--- src/rtl/cfgrx_pkg.sv ---
package cfgrx_pkg;

  typedef enum logic [1:0] {
    RX_IDLE = 2'd0,
    RX_BODY = 2'd1,
    RX_STOP = 2'd2
  } rx_state_t;

  // Slot numbers: decoded by the register bank and the output selector
  localparam int unsigned SLOT_ATT  = 0;
  localparam int unsigned SLOT_LNA  = 1;
  localparam int unsigned SLOT_TXG  = 2;
  localparam int unsigned SLOT_DAC  = 3;
  localparam int unsigned SLOT_TOVR = 6;
  localparam int unsigned SLOT_TCTL = 7;

endpackage

--- src/rtl/cfgrx_deser.sv ---
module cfgrx_deser
  import cfgrx_pkg::*;
#(
  parameter int PAY_W = 12,
  parameter int SEL_W = 3
) (
  input  logic             clk,
  input  logic             rst_n,
  input  logic             sd_i,
  output logic             commit_o,
  output logic [SEL_W-1:0] sel_o,
  output logic [PAY_W-1:0] data_o,
  output rx_state_t        state_o
);

  localparam int BODY_W = PAY_W + SEL_W;
  localparam int CNT_W  = $clog2(BODY_W);

  rx_state_t         st_q;
  logic [BODY_W-1:0] body_q;
  logic [CNT_W-1:0]  cnt_q;

  always_ff @(posedge clk or negedge rst_n) begin
    if (!rst_n) begin
      st_q   <= RX_IDLE;
      body_q <= '0;
      cnt_q  <= '0;
    end else begin
      unique case (st_q)
        RX_IDLE: begin
          cnt_q <= '0;
          if (!sd_i) st_q <= RX_BODY;
        end
        RX_BODY: begin
          body_q <= {body_q[BODY_W-2:0], sd_i};
          cnt_q  <= cnt_q + 1'b1;
          if (cnt_q == CNT_W'(BODY_W - 1)) st_q <= RX_STOP;
        end
        RX_STOP: st_q <= RX_IDLE;
        default: st_q <= RX_IDLE;
      endcase
    end
  end

  // Stop bit is judged on the same edge that writes the register
  assign commit_o = (st_q == RX_STOP) && sd_i;
  assign sel_o    = body_q[SEL_W-1:0];
  assign data_o   = body_q[BODY_W-1:SEL_W];
  assign state_o  = st_q;

endmodule

--- src/rtl/cfgrx_regbank.sv ---
module cfgrx_regbank #(
  parameter int                    PAY_W     = 12,
  parameter int                    SEL_W     = 3,
  parameter int                    NREG      = 1 << SEL_W,
  parameter logic [NREG-1:0]       IMPL_MASK = '1,
  parameter logic [NREG*PAY_W-1:0] RST_VALS  = '0
) (
  input  logic                  clk,
  input  logic                  rst_n,
  input  logic                  wr_en,
  input  logic [SEL_W-1:0]      wr_sel,
  input  logic [PAY_W-1:0]      wr_data,
  output logic [NREG*PAY_W-1:0] regs_o
);

  for (genvar g = 0; g < NREG; g++) begin : g_slot
    if (IMPL_MASK[g]) begin : g_live
      logic [PAY_W-1:0] slot_q;
      always_ff @(posedge clk or negedge rst_n) begin
        if (!rst_n)                                    slot_q <= RST_VALS[g*PAY_W +: PAY_W];
        else if (wr_en && (wr_sel == SEL_W'(g)))       slot_q <= wr_data;
      end
      assign regs_o[g*PAY_W +: PAY_W] = slot_q;
    end else begin : g_hole
      assign regs_o[g*PAY_W +: PAY_W] = RST_VALS[g*PAY_W +: PAY_W];
    end
  end

endmodule

--- src/rtl/cfgrx_outsel.sv ---
module cfgrx_outsel
  import cfgrx_pkg::*;
#(
  parameter int PAY_W = 12,
  parameter int NREG  = 8,
  parameter int ATT_W = 2,
  parameter int LNA_W = 5,
  parameter int TXG_W = 4,
  parameter int DAC_W = 8
) (
  input  logic [NREG*PAY_W-1:0] regs_i,
  input  logic                  test_en,
  output logic [ATT_W-1:0]      atten_o,
  output logic [LNA_W-1:0]      lna_o,
  output logic [TXG_W-1:0]      txg_o,
  output logic [DAC_W-1:0]      dac_o,
  output logic [PAY_W-1:0]      tctl_o
);

  localparam int OV_ATT = 0;
  localparam int OV_LNA = OV_ATT + ATT_W;
  localparam int OV_TXG = OV_LNA + LNA_W;
  localparam int OV_END = OV_TXG + TXG_W;

  logic [PAY_W-1:0] att_w, lna_w, txg_w, dac_w, ovr_w, tctl_w;

  assign att_w  = regs_i[SLOT_ATT*PAY_W  +: PAY_W];
  assign lna_w  = regs_i[SLOT_LNA*PAY_W  +: PAY_W];
  assign txg_w  = regs_i[SLOT_TXG*PAY_W  +: PAY_W];
  assign dac_w  = regs_i[SLOT_DAC*PAY_W  +: PAY_W];
  assign ovr_w  = regs_i[SLOT_TOVR*PAY_W +: PAY_W];
  assign tctl_w = regs_i[SLOT_TCTL*PAY_W +: PAY_W];

  always_comb begin
    if (test_en) begin
      atten_o = ovr_w[OV_ATT +: ATT_W];
      lna_o   = ovr_w[OV_LNA +: LNA_W];
      txg_o   = ovr_w[OV_TXG +: TXG_W];
      tctl_o  = tctl_w;
    end else begin
      atten_o = att_w[ATT_W-1:0];
      lna_o   = lna_w[LNA_W-1:0];
      txg_o   = txg_w[TXG_W-1:0];
      tctl_o  = '0;
    end
  end

  assign dac_o = dac_w[DAC_W-1:0];

  logic unused_slot_bits;
  assign unused_slot_bits = ^{regs_i, ovr_w[PAY_W-1:OV_END]};

endmodule

--- src/rtl/serial_cfg_rx.sv ---
module serial_cfg_rx
  import cfgrx_pkg::*;
#(
  parameter int PAY_W   = 12,
  parameter int SEL_W   = 3,
  parameter int ATT_W   = 2,
  parameter int LNA_W   = 5,
  parameter int TXG_W   = 4,
  parameter int DAC_W   = 8,
  parameter int ATT_RST = 0,
  parameter int DAC_RST = 128
) (
  input  logic             clk,
  input  logic             rst_n,
  input  logic             cfg_sd,
  input  logic             test_en,
  output logic [ATT_W-1:0] atten_o,
  output logic [LNA_W-1:0] lna_gain_o,
  output logic [TXG_W-1:0] tx_gain_o,
  output logic [DAC_W-1:0] timing_dac_o,
  output logic [PAY_W-1:0] test_ctrl_o
);

  localparam int              NREG      = 1 << SEL_W;
  localparam logic [NREG-1:0] IMPL_MASK = NREG'((1 << SLOT_ATT) | (1 << SLOT_LNA) |
                                                (1 << SLOT_TXG) | (1 << SLOT_DAC) |
                                                (1 << SLOT_TOVR) | (1 << SLOT_TCTL));
  localparam logic [NREG*PAY_W-1:0] RST_VALS =
      ((NREG*PAY_W)'(ATT_RST) << (SLOT_ATT*PAY_W)) |
      ((NREG*PAY_W)'(DAC_RST) << (SLOT_DAC*PAY_W));

  logic                  wr_en;
  logic [SEL_W-1:0]      wr_sel;
  logic [PAY_W-1:0]      wr_data;
  rx_state_t             rx_state;
  logic [NREG*PAY_W-1:0] regs;

  cfgrx_deser #(.PAY_W(PAY_W), .SEL_W(SEL_W)) u_deser (
    .clk      (clk),
    .rst_n    (rst_n),
    .sd_i     (cfg_sd),
    .commit_o (wr_en),
    .sel_o    (wr_sel),
    .data_o   (wr_data),
    .state_o  (rx_state)
  );

  cfgrx_regbank #(
    .PAY_W(PAY_W), .SEL_W(SEL_W), .NREG(NREG),
    .IMPL_MASK(IMPL_MASK), .RST_VALS(RST_VALS)
  ) u_regs (
    .clk     (clk),
    .rst_n   (rst_n),
    .wr_en   (wr_en),
    .wr_sel  (wr_sel),
    .wr_data (wr_data),
    .regs_o  (regs)
  );

  cfgrx_outsel #(
    .PAY_W(PAY_W), .NREG(NREG), .ATT_W(ATT_W),
    .LNA_W(LNA_W), .TXG_W(TXG_W), .DAC_W(DAC_W)
  ) u_sel (
    .regs_i  (regs),
    .test_en (test_en),
    .atten_o (atten_o),
    .lna_o   (lna_gain_o),
    .txg_o   (tx_gain_o),
    .dac_o   (timing_dac_o),
    .tctl_o  (test_ctrl_o)
  );

endmodule

--- config.mk ---
export PLATFORM = sky130hd
export DESIGN_NAME = serial_cfg_rx
export DESIGN_NICKNAME = d
export VERILOG_FILES = /design/src/rtl/cfgrx_pkg.sv /design/src/rtl/cfgrx_deser.sv /design/src/rtl/cfgrx_regbank.sv /design/src/rtl/cfgrx_outsel.sv /design/src/rtl/serial_cfg_rx.sv
export SDC_FILE = /design/constraint.sdc
export NUM_CORES = 1
export LEC_CHECK = 0
export CORE_MARGIN = 2
export CORE_UTILIZATION = 40
export DETAILED_ROUTE_END_ITERATION = 10
export SKIP_LAST_GASP = 1
export SYNTH_ARGS = -nofsm -noshare
export SYNTH_HDL_FRONTEND = slang
export SYNTH_SLANG_ARGS = --single-unit
--- constraint.sdc ---
create_clock -name clk -period 1.5 [get_ports clk]
set_input_delay 0.3 -clock clk [delete_from_list [all_inputs] [get_ports clk]]
set_output_delay 0.3 -clock clk [all_outputs]
set_load 0.05 [all_outputs]
==> run summary, run 1 <==
Via count of the first global-routing pass = 1,670
Number of diodes = 0
Clk buf depth = 2
GR Overflow Total = 0
Combinational share of power = 18.6%
Largest stage delay on the critical path = 0.41 ns
Max IR drop VDD = 0.000661 V
CTS root buffer = clkbuf_8
Crit Reg-Reg Endpoint = u_regs.g_slot[6].g_live.slot_q[8]
Worst reg2reg startpoint = u_deser.state_o[0]
Crit Path Max Fanout = 5
Pins Over Slew Limit = 0
Relative slew margins = 78.0%
Place WS = -0.443 ns
Tmin final = 1.51 ns
Fmax = 662 MHz
Count of final hold-check violations = 0
Gr usage total = 15.6%
R2R setup slack = -0.01 ns
Post-detail-place hpwl = 3.28 mm
Routed vias/inst = 4.80
Layout cell share with drive strength beyond 1 = 57.3%
Die H = 87.6 um
Final setup fails = 3
First-pass GRT wire length = 8.80 mm
Violated checks = negative setup slack
Clk_skew = 0.0107 ns
Final #Nets = 242
Worst Path Class, Setup = register to register
Sw power = 1.40 mW
Flop pwr share = 50.6%
WL final = 5.30 mm
Critical Path RT = 1.73 ns
Seq/Total Area, Yosys = 56.4%
Area growth, synth to finish = 37.1%
Fin crit share = 101%
Row cnt = 30
Status = finished with violations
Port bufs = 34
Crit path buf inv count = 1
Storage cell area = 1580 sq um
Hold Path Depth = 1
Tot Pwr = 4.80 mW
Fillers = 561
FF-to-FF path depth = 4
Critical path cell sequence = nand4b_4, nor3b_4, buf_4, mux2_2
Clk pwr share = 30.9%
DIE WIDTH = 87.6 um
Post-Syn Instances = 188
Crit. End Element = register
Power per cell area = 1250 nW/um^2
Die area = 7680 sq um
Cell variety after synth = 28
Worst slew pin tran = 0.331 ns
Switch share = 29.1%
Setup ws final = -0.0106 ns
Kind of cell adding the most delay to the critical path = simple AND/OR/NAND/NOR gates
Clock transition at the registers of the reported paths = 0.07 ns
Worst Path Arrival = 1.74 ns
Worst hold path class = register to register
H-tree depth = 3
Pleak = 1.81 nW
Min-Delay Endpoint = u_regs.g_slot[1].g_live.slot_q[2]
Syn_nets = 194
Clk sink count = 63
Post-Syn Area = 2800 sq um
Routed length per placed instance = 15.7 um
RSZ-0062 raised after global routing = yes
Ports = 35
# DRC = 0
GPL Wtd Cong = 0.690
CTS tree = done
Largest net degree at the start of global routing = 64
Hold Startpoint = u_regs.g_slot[1].g_live.slot_q[2]
Internal power = 3.40 mW
Yosys Warn Count = 0
Vias = 1,619
Skew-Pair Late Insertion Delay = 0.34 ns
Yosys reg bits = 63
Drt first-iter violations = 105
Initial core utilization = 41.2%
Routed Antenna Nets = 0
Total iterations of the first detailed-routing run = 4
Crit path max-delay cell type = dfrtp_1
CTS Buf Count = 9
Multi-input combinational cell area = 1180 sq um
Core ar. = 6790 sq um
Initial antenna violation count = 0
Critical Path Start Type = register
Synthesized area per cell = 14.9 sq um
MaxCap Viol Count = 0
repair_timing:
item                                    CTS  global route
endpoints found under the setup margin   46            38
hold buffers                              1             0
cloned                                    2             0
gates resized for setup                  14            25
setup buffers                             1             1
pin swaps                                 1             1
endpoints found under the hold margin    62             0
synth_stat cells:
master | instances | area share (%)
dfrtp_1 | 62 | 55
mux2_2 | 57 | 23
and2_1 | 12 | 2.7
buf_4 | 10 | 2.7
mux2_4 | 10 | 5.4
nand2_1 | 5 | 0.67
nor2_1 | 4 | 0.54
nand3_1 | 3 | 0.54
buf_2 | 2 | 0.36
clkbuf_1 | 2 | 0.27
ha_1 | 2 | 0.89
nand2b_1 | 2 | 0.45
o21ai_0 | 2 | 0.36
a21oi_1 | 1 | 0.18
a22o_1 | 1 | 0.31
and3_4 | 1 | 0.40
and4b_1 | 1 | 0.36
and4bb_2 | 1 | 0.45
buf_12 | 1 | 0.72
dfstp_2 | 1 | 0.94
inv_1 | 1 | 0.13
mux2_1 | 1 | 0.40
mux2i_1 | 1 | 0.36
nand3b_1 | 1 | 0.27
nand4b_4 | 1 | 0.85
nor3b_2 | 1 | 0.45
nor3b_4 | 1 | 0.67
o311ai_1 | 1 | 0.31
stage by stage:
stage                     hold WS (ns)  cells  util [%]  TNS, ns  instance area (sq um)
after floorplan                0.00441    188         -        0                   2800
after global placement           0.341    316      50.8   -19.00                   3450
after detailed placement         0.338    316      50.8   -19.95                   3450
after CTS                        0.491    336      54.9  -0.0321                   3730
after global routing             0.514    337      56.4    -1.01                   3830
final                            0.501    337      56.4  -0.0284                   3830
kinds of logic after synthesis:
family | after synthesis | share of synthesized area (%)
AOI/OAI and AO/OA | 5 | 1.16
DFF | 63 | 56.4
adders and majority gates | 2 | 0.894
and+or+nand+nor | 33 | 8.32
muxes | 69 | 29.1
buffers and inverters | 16 | 4.16
worst max path at each step:
stage | cells past startpoint | endpoint | slack, ns | start
2_1_floorplan | 4 | u_regs.g_slot[6].g_live.slot_q[0] | 0.03 | u_deser.state_o[0]
3_3_place_gp | 4 | u_regs.g_slot[7].g_live.slot_q[7] | -0.41 | cfg_sd
5_1_grt | 4 | u_regs.g_slot[6].g_live.slot_q[3] | -0.07 | u_deser.state_o[0]
4_1_cts | 4 | u_regs.g_slot[6].g_live.slot_q[3] | -0.01 | u_deser.state_o[0]
3_5_place_dp | 4 | u_regs.g_slot[7].g_live.slot_q[7] | -0.44 | cfg_sd
6_report | 4 | u_regs.g_slot[6].g_live.slot_q[8] | -0.01 | u_deser.state_o[0]
layout make-up:
class / instances / area share, %
Multi-Input combinational cell: 110 / 30.8
Sequential cell: 63 / 41.1
Tap cell: 96 / 3.13
Timing Repair Buffer: 51 / 19.5
Clock inverter: 3 / 1.11
Clock buffer: 13 / 4.14
Inverter: 1 / 0.0979
metal layers:
metal	global-route usage, %	up-vias	share of wire, %	wire length [um]
met3	5.47	9	2.8	147
met5	0	-	0	0
li1	-	756	-	-
met4	5.03	0	1.4	72
met2	24.9	24	50	2670
met1	20.0	830	45	2400
cells in the final DEF, fill, tap and decap left out, drive strengths merged, types with 3 or more instances in the layout:
cell	netlist	layout
mux2	68	68
dfrtp	62	62
nand2	5	5
and2	12	12
buf	13	48
nand3	3	3
clkbuf	2	13
nor2	4	4
sequential cells by signal (all words and copies together) (netlist names):
register                     cells
u_deser.state_o                  2
u_deser.body_q                  15
u_regs.g_slot.g_live.slot_q     42
u_deser.cnt_q                    4
power groups by stage:
stage	Sequential [mW]	Combinational, mW	Clock [mW]
finish	2.43	0.891	1.48
global route	2.49	0.980	1.60
CTS	2.42	0.880	1.53
detailed placement	2.43	0.845	0
global placement	2.43	0.824	0
floorplan	2.28	0.628	0
Note: power is estimated with default switching activity, not from simulation.
==> run 2: changes to the inputs <==
--- a/config.mk
+++ b/config.mk
@@ -8,6 +8,7 @@
 export CORE_MARGIN = 2
 export CORE_UTILIZATION = 40
 export DETAILED_ROUTE_END_ITERATION = 10
+export MAX_ROUTING_LAYER = met4
 export SKIP_LAST_GASP = 1
 export SYNTH_ARGS = -nofsm -noshare
 export SYNTH_HDL_FRONTEND = slang
==> run 2 against run 1 <==
  * The flow still finishes with violations (negative setup slack)
  * First-iteration DRC count increased by 7.6%
  * Count of clock-buffer cells in the layout did not move
  * Sequential power is essentially flat
  * Worst setup slack lost 0.0013 ns
  * Non-clock buffer count unchanged
  * Clock power hardly changed
  * Register-to-register slack about the same
  * Cell count did not move
  * Utilization unchanged
  * Via count down 0.43%
  * Sequential share of layout area is the same
  * Largest cell class unchanged
  * Largest power group unchanged
==> run summary, run 2 (same netlist as run 1, synthesis figures left out) <==
Status = finished with violations
Violated checks = negative setup slack
Final setup fails = 3
First-pass GRT wire length = 8.80 mm
Commonest cells after routing, fill and taps aside = dfrtp_1 (62), mux2_2 (41), mux2_4 (26)
Core ar. = 6790 sq um
Clock transition at the registers of the reported paths = 0.07 ns
GR Overflow Total = 0
Ports = 35
DIE WIDTH = 87.6 um
CTS tree = done
Clk buf depth = 2
Clk_skew = 0.0105 ns
Max FFs per register = 42
CTS Buf Count = 9
Routed Antenna Nets = 0
Worst slew pin tran = 0.349 ns
Post-detail-place hpwl = 3.28 mm
Port bufs = 34
Fin crit share = 101%
Initial core utilization = 41.2%
Worst Path Arrival = 1.74 ns
Number of diodes = 0
Largest net degree at the start of global routing = 64
Tmin final = 1.51 ns
Vias = 1,612
Routed length per placed instance = 15.7 um
Worst Path Class, Setup = register to register
Count of final hold-check violations = 0
Via count of the first global-routing pass = 1,657
Crit. End Element = register
Routed vias/inst = 4.78
Setup ws final = -0.0118 ns
Drt first-iter violations = 113
Fmax = 661 MHz
Critical Path Start Type = register
Die H = 87.6 um
Most common cell after layout, fill and taps aside = dfrtp_1
Pins Over Slew Limit = 0
# DRC = 0
Finished Cell Area = 3830 sq um
Skew-Pair Late Insertion Delay = 0.34 ns
TNS Setup = -0.0254 ns
WL final = 5.31 mm
Worst reg2reg startpoint = u_deser.state_o[0]
Initial antenna violation count = 0
MaxCap Viol Count = 0
Final #Nets = 242
Relative slew margins = 76.7%
RSZ-0062 raised after global routing = yes
Worst Setup SP = u_deser.state_o[0]
Area growth, synth to finish = 37.1%
Power per cell area = 1250 nW/um^2
Top Registers = u_regs.g_slot.g_live.slot_q (42), u_deser.body_q (15), u_deser.cnt_q (4)
Layout cell share with drive strength beyond 1 = 57.3%
Worst hold path class = primary input to async pin
Total iterations of the first detailed-routing run = 4
GPL Wtd Cong = 0.697
Post-DP Area = 3450 sq um
Max IR drop VDD = 0.000662 V
Critical Path RT = 1.73 ns
Row cnt = 30
Die area = 7680 sq um
Pleak = 1.81 nW
Crit Path Max Fanout = 5
H-tree depth = 3
Clk sink count = 63
Biggest register = u_regs.g_slot.g_live.slot_q
Gr usage total = 16.1%
CTS root buffer = clkbuf_8
[run 2: cell counts in the layout (fill, tap and decap cells not counted)]
Identical to the previous run, type by type.
[run 2: path summary, 6_finish.rpt]
| kind | slack (ns) | cells after the start | to |
|---|---|---|---|
| max | -0.01 | 4 | u_regs.g_slot[6].g_live.slot_q[8] |
| min | 0.48 | 3 | u_regs.g_slot[6].g_live.slot_q[7] |
| max reg2reg | -0.01 | 4 | u_regs.g_slot[6].g_live.slot_q[8] |
| min reg2reg | 0.50 | 1 | u_regs.g_slot[1].g_live.slot_q[2] |
| max in group asynchronous | 0.67 | 3 | u_regs.g_slot[3].g_live.slot_q[7] |
| min in group clk | 0.50 | 1 | u_regs.g_slot[1].g_live.slot_q[2] |
[run 2: worst max-delay path, cell delays in order, from the launching register on]
cell and delay, ns:
dfrtp_1 0.41, nand4b_4 0.22, nor3b_4 0.23, buf_4 0.18
mux2_2 0.34
[run 2: area by class of cell]
class | count | area (sq um)
Fill cell | 561 | 2960
Multi-Input combinational cell | 110 | 1180
Inverter | 1 | 3.75
Sequential cell | 63 | 1580
Tap cell | 96 | 120
Timing Repair Buffer | 51 | 749
Clock inverter | 3 | 42.5
Clock buffer | 13 | 159
[run 2: repair_timing]
item,CTS,global route
hold endpoints to repair,62,0
setup buffers,1,1
gates cloned,2,0
setup endpoints to repair,46,39
pin swaps,1,1
hold buffers,1,0
gates resized for setup,14,25
[run 2: layer usage]
layer | global-route usage [%] | routed length (um) | share of wire, %
met4 | 4.20 | 47 | 0.89
met2 | 24.9 | 2690 | 51
met3 | 6.22 | 189 | 3.6
met5 | - | 0 | 0
met1 | 20.0 | 2380 | 45
[run 2: report_power, final]
group / switching [mW] / internal, mW / total (mW)
sequential: 0.431 / 2.00 / 2.43
combinational: 0.343 / 0.546 / 0.889
clock: 0.626 / 0.856 / 1.48
[run 2: per-stage QoR]
stage / utilization (%) / hold slack [ns] / std cells / power [mW] / worst slack (ns)
floorplan: - / 0.00441 / 188 / 2.91 / 0.0258
global placement: 50.8 / 0.341 / 316 / 3.26 / -0.415
detailed placement: 50.8 / 0.338 / 316 / 3.28 / -0.443
CTS: 54.9 / 0.491 / 336 / 4.82 / -0.0118
global route: 56.4 / 0.514 / 337 / 5.08 / -0.0695
finish: 56.4 / 0.481 / 337 / 4.80 / -0.0118
==> run 3: changes to the inputs <==
--- a/config.mk
+++ b/config.mk
@@ -6,10 +6,12 @@
 export NUM_CORES = 1
 export LEC_CHECK = 0
 export CORE_MARGIN = 2
-export CORE_UTILIZATION = 40
+export CORE_UTILIZATION = 49
 export DETAILED_ROUTE_END_ITERATION = 10
 export MAX_ROUTING_LAYER = met4
+export PLACE_DENSITY = 0.75
 export SKIP_LAST_GASP = 1
 export SYNTH_ARGS = -nofsm -noshare
 export SYNTH_HDL_FRONTEND = slang
 export SYNTH_SLANG_ARGS = --single-unit
+export TNS_END_PERCENT = 30
==> run 3 against run 2 <==
  * Via count shrank 0.87%
  * Cell count shrank 8.3%
  * Critical endpoint is now u_regs.g_slot[6].g_live.slot_q[6]
  * Die area shrank 18%
  * The run now ends clean
  * Sequential cell count is the same
  * Global-route usage grew 2.5 points
  * Clock skew grew 0.0016 ns
  * Largest power group unchanged
==> run summary, run 3 (same netlist as run 1, synthesis figures left out) <==
Clock transition at the registers of the reported paths = 0.06 ns
Worst Path Class, Setup = register to register
Max FFs per register = 42
Routed vias/inst = 5.17
Total iterations of the first detailed-routing run = 4
Hold Path Depth = 2
WL final = 5.11 mm
Fillers = 383
CTS Buf Count = 9
Largest stage delay on the critical path = 0.40 ns
Count of final hold-check violations = 0
Via count of the first global-routing pass = 1,741
Status = complete, no violations
GR Overflow Total = 0
Relative slew margins = 78.0%
Crit. End Element = register
Post-detail-place hpwl = 3.26 mm
Routed Antenna Nets = 0
Vias = 1,598
CTS tree = done
Layout cell share with drive strength beyond 1 = 57.4%
Port bufs = 34
DIE WIDTH = 79.6 um
Fmax = 669 MHz
Worst slew pin tran = 0.330 ns
CTS root buffer = clkbuf_8
Final setup fails = 0
TNS Setup = 0 ns
Ports = 35
Clk_skew = 0.0121 ns
# DRC = 0
Initial core utilization = 50.8%
Hold Startpoint = cfg_sd
Drt first-iter violations = 79
Critical Path RT = 1.71 ns
Fin crit share = 99.7%
Top Registers = u_regs.g_slot.g_live.slot_q (42), u_deser.body_q (15), u_deser.cnt_q (4)
Skew-Pair Late Insertion Delay = 0.33 ns
Core ar. = 5510 sq um
Most common cell after layout, fill and taps aside = dfrtp_1
Biggest register = u_regs.g_slot.g_live.slot_q
Number of diodes = 0
Critical Path Start Type = register
Clk buf depth = 2
Tot Pwr = 4.69 mW
Row cnt = 27
Die H = 79.6 um
Routed length per placed instance = 16.5 um
Worst reg2reg startpoint = u_deser.state_o[0]
First-pass GRT wire length = 8.56 mm
MaxCap Viol Count = 0
Gr usage total = 18.7%
Pleak = 1.80 nW
Final #Nets = 240
Tmin final = 1.50 ns
Clk sink count = 63
Power per cell area = 1260 nW/um^2
GPL Wtd Cong = 0.765
Die area = 6330 sq um
Pins Over Slew Limit = 0
H-tree depth = 3
Largest net degree at the start of global routing = 64
FF-to-FF path depth = 4
Initial antenna violation count = 0
Crit path max-delay cell type = dfrtp_1
Critical path cell sequence = nand4b_4, nor3b_4, buf_6, mux2_2
Commonest cells after routing, fill and taps aside = dfrtp_1 (61), mux2_2 (51), buf_12 (25)
Worst Setup SP = u_deser.state_o[0]
Max IR drop VDD = 0.000987 V
Area growth, synth to finish = 33.3%
RSZ-0062 raised after global routing = yes
Worst Path Arrival = 1.70 ns
Worst hold path class = primary input to register
Crit Path Max Fanout = 6
[run 3: changes by cell type in the layout (fill, tap and decap cells not counted), moves of 2 or more]
cell      before  now
buf_4         12   15
buf_6         10    4
mux2_4        26   16
buf_12        23   25
clkbuf_1       2    0
mux2_2        41   51
[run 3: worst max-delay path, delay by kind of cell, from the launching register on]
family,cells,cell delay (ns)
and+or+nand+nor,2,0.45
DFF,1,0.40
muxes,1,0.35
buffers and inverters,1,0.17
[run 3: routing by layer]
layer	vias up	track usage (%)	wire [um]
met5	-	-	0
met4	0	7.24	81
met3	8	4.98	199
met2	33	29.6	2600
met1	811	23.1	2230
li1	746	-	-
[run 3: through the flow]
stage          instance area (sq um)  std cells  hold slack (ns)  setup WS, ns  util [%]
2_1_floorplan                   2800        188          0.00441        0.0258         -
6_report                        3730        309            0.395       0.00443      67.7
5_1_grt                         3730        309            0.422       -0.0532      67.7
3_5_place_dp                    3420        290            0.342        -0.479      62.0
4_1_cts                         3690        308            0.509       -0.0957      67.0
3_3_place_gp                    3420        290            0.333        -0.432      62.0
[run 3: power by group]
group,internal (mW),switching [mW]
sequential,2.00,0.403
clock,0.788,0.612
combinational,0.527,0.356
total,3.32,1.37
[run 3: final cells by class]
class / count / area [sq um] / share of cell area, %
Timing Repair Buffer: 50 / 738 / 19.8
Tap cell: 72 / 90.1 / 2.42
Multi-Input combinational cell: 109 / 1130 / 30.4
Clock buffer: 10 / 138 / 3.69
Inverter: 1 / 3.75 / 0.101
Clock inverter: 4 / 47.5 / 1.28
Sequential cell: 63 / 1580 / 42.3
[run 3: worst paths after layout]
path / end / slack (ns)
max in group asynchronous: u_deser.body_q[1] / 0.68
worst max-delay path: u_regs.g_slot[6].g_live.slot_q[6] / 0.004
worst min-delay path: u_deser.body_q[0] / 0.40
worst max register to register: u_regs.g_slot[6].g_live.slot_q[6] / 0.004
min in group asynchronous: u_regs.g_slot[3].g_live.slot_q[3] / 0.52
worst min register to register: u_regs.g_slot[2].g_live.slot_q[0] / 0.50
[run 3: repair_timing]
action | 4_1_cts | 5_1_grt
gates cloned | 1 | 0
gates resized for setup | 10 | 9
buffers inserted | 2 | 1
endpoints found under the hold margin | 62 | 0
hold buffers | 1 | 0
endpoints found under the setup margin | 53 | 53
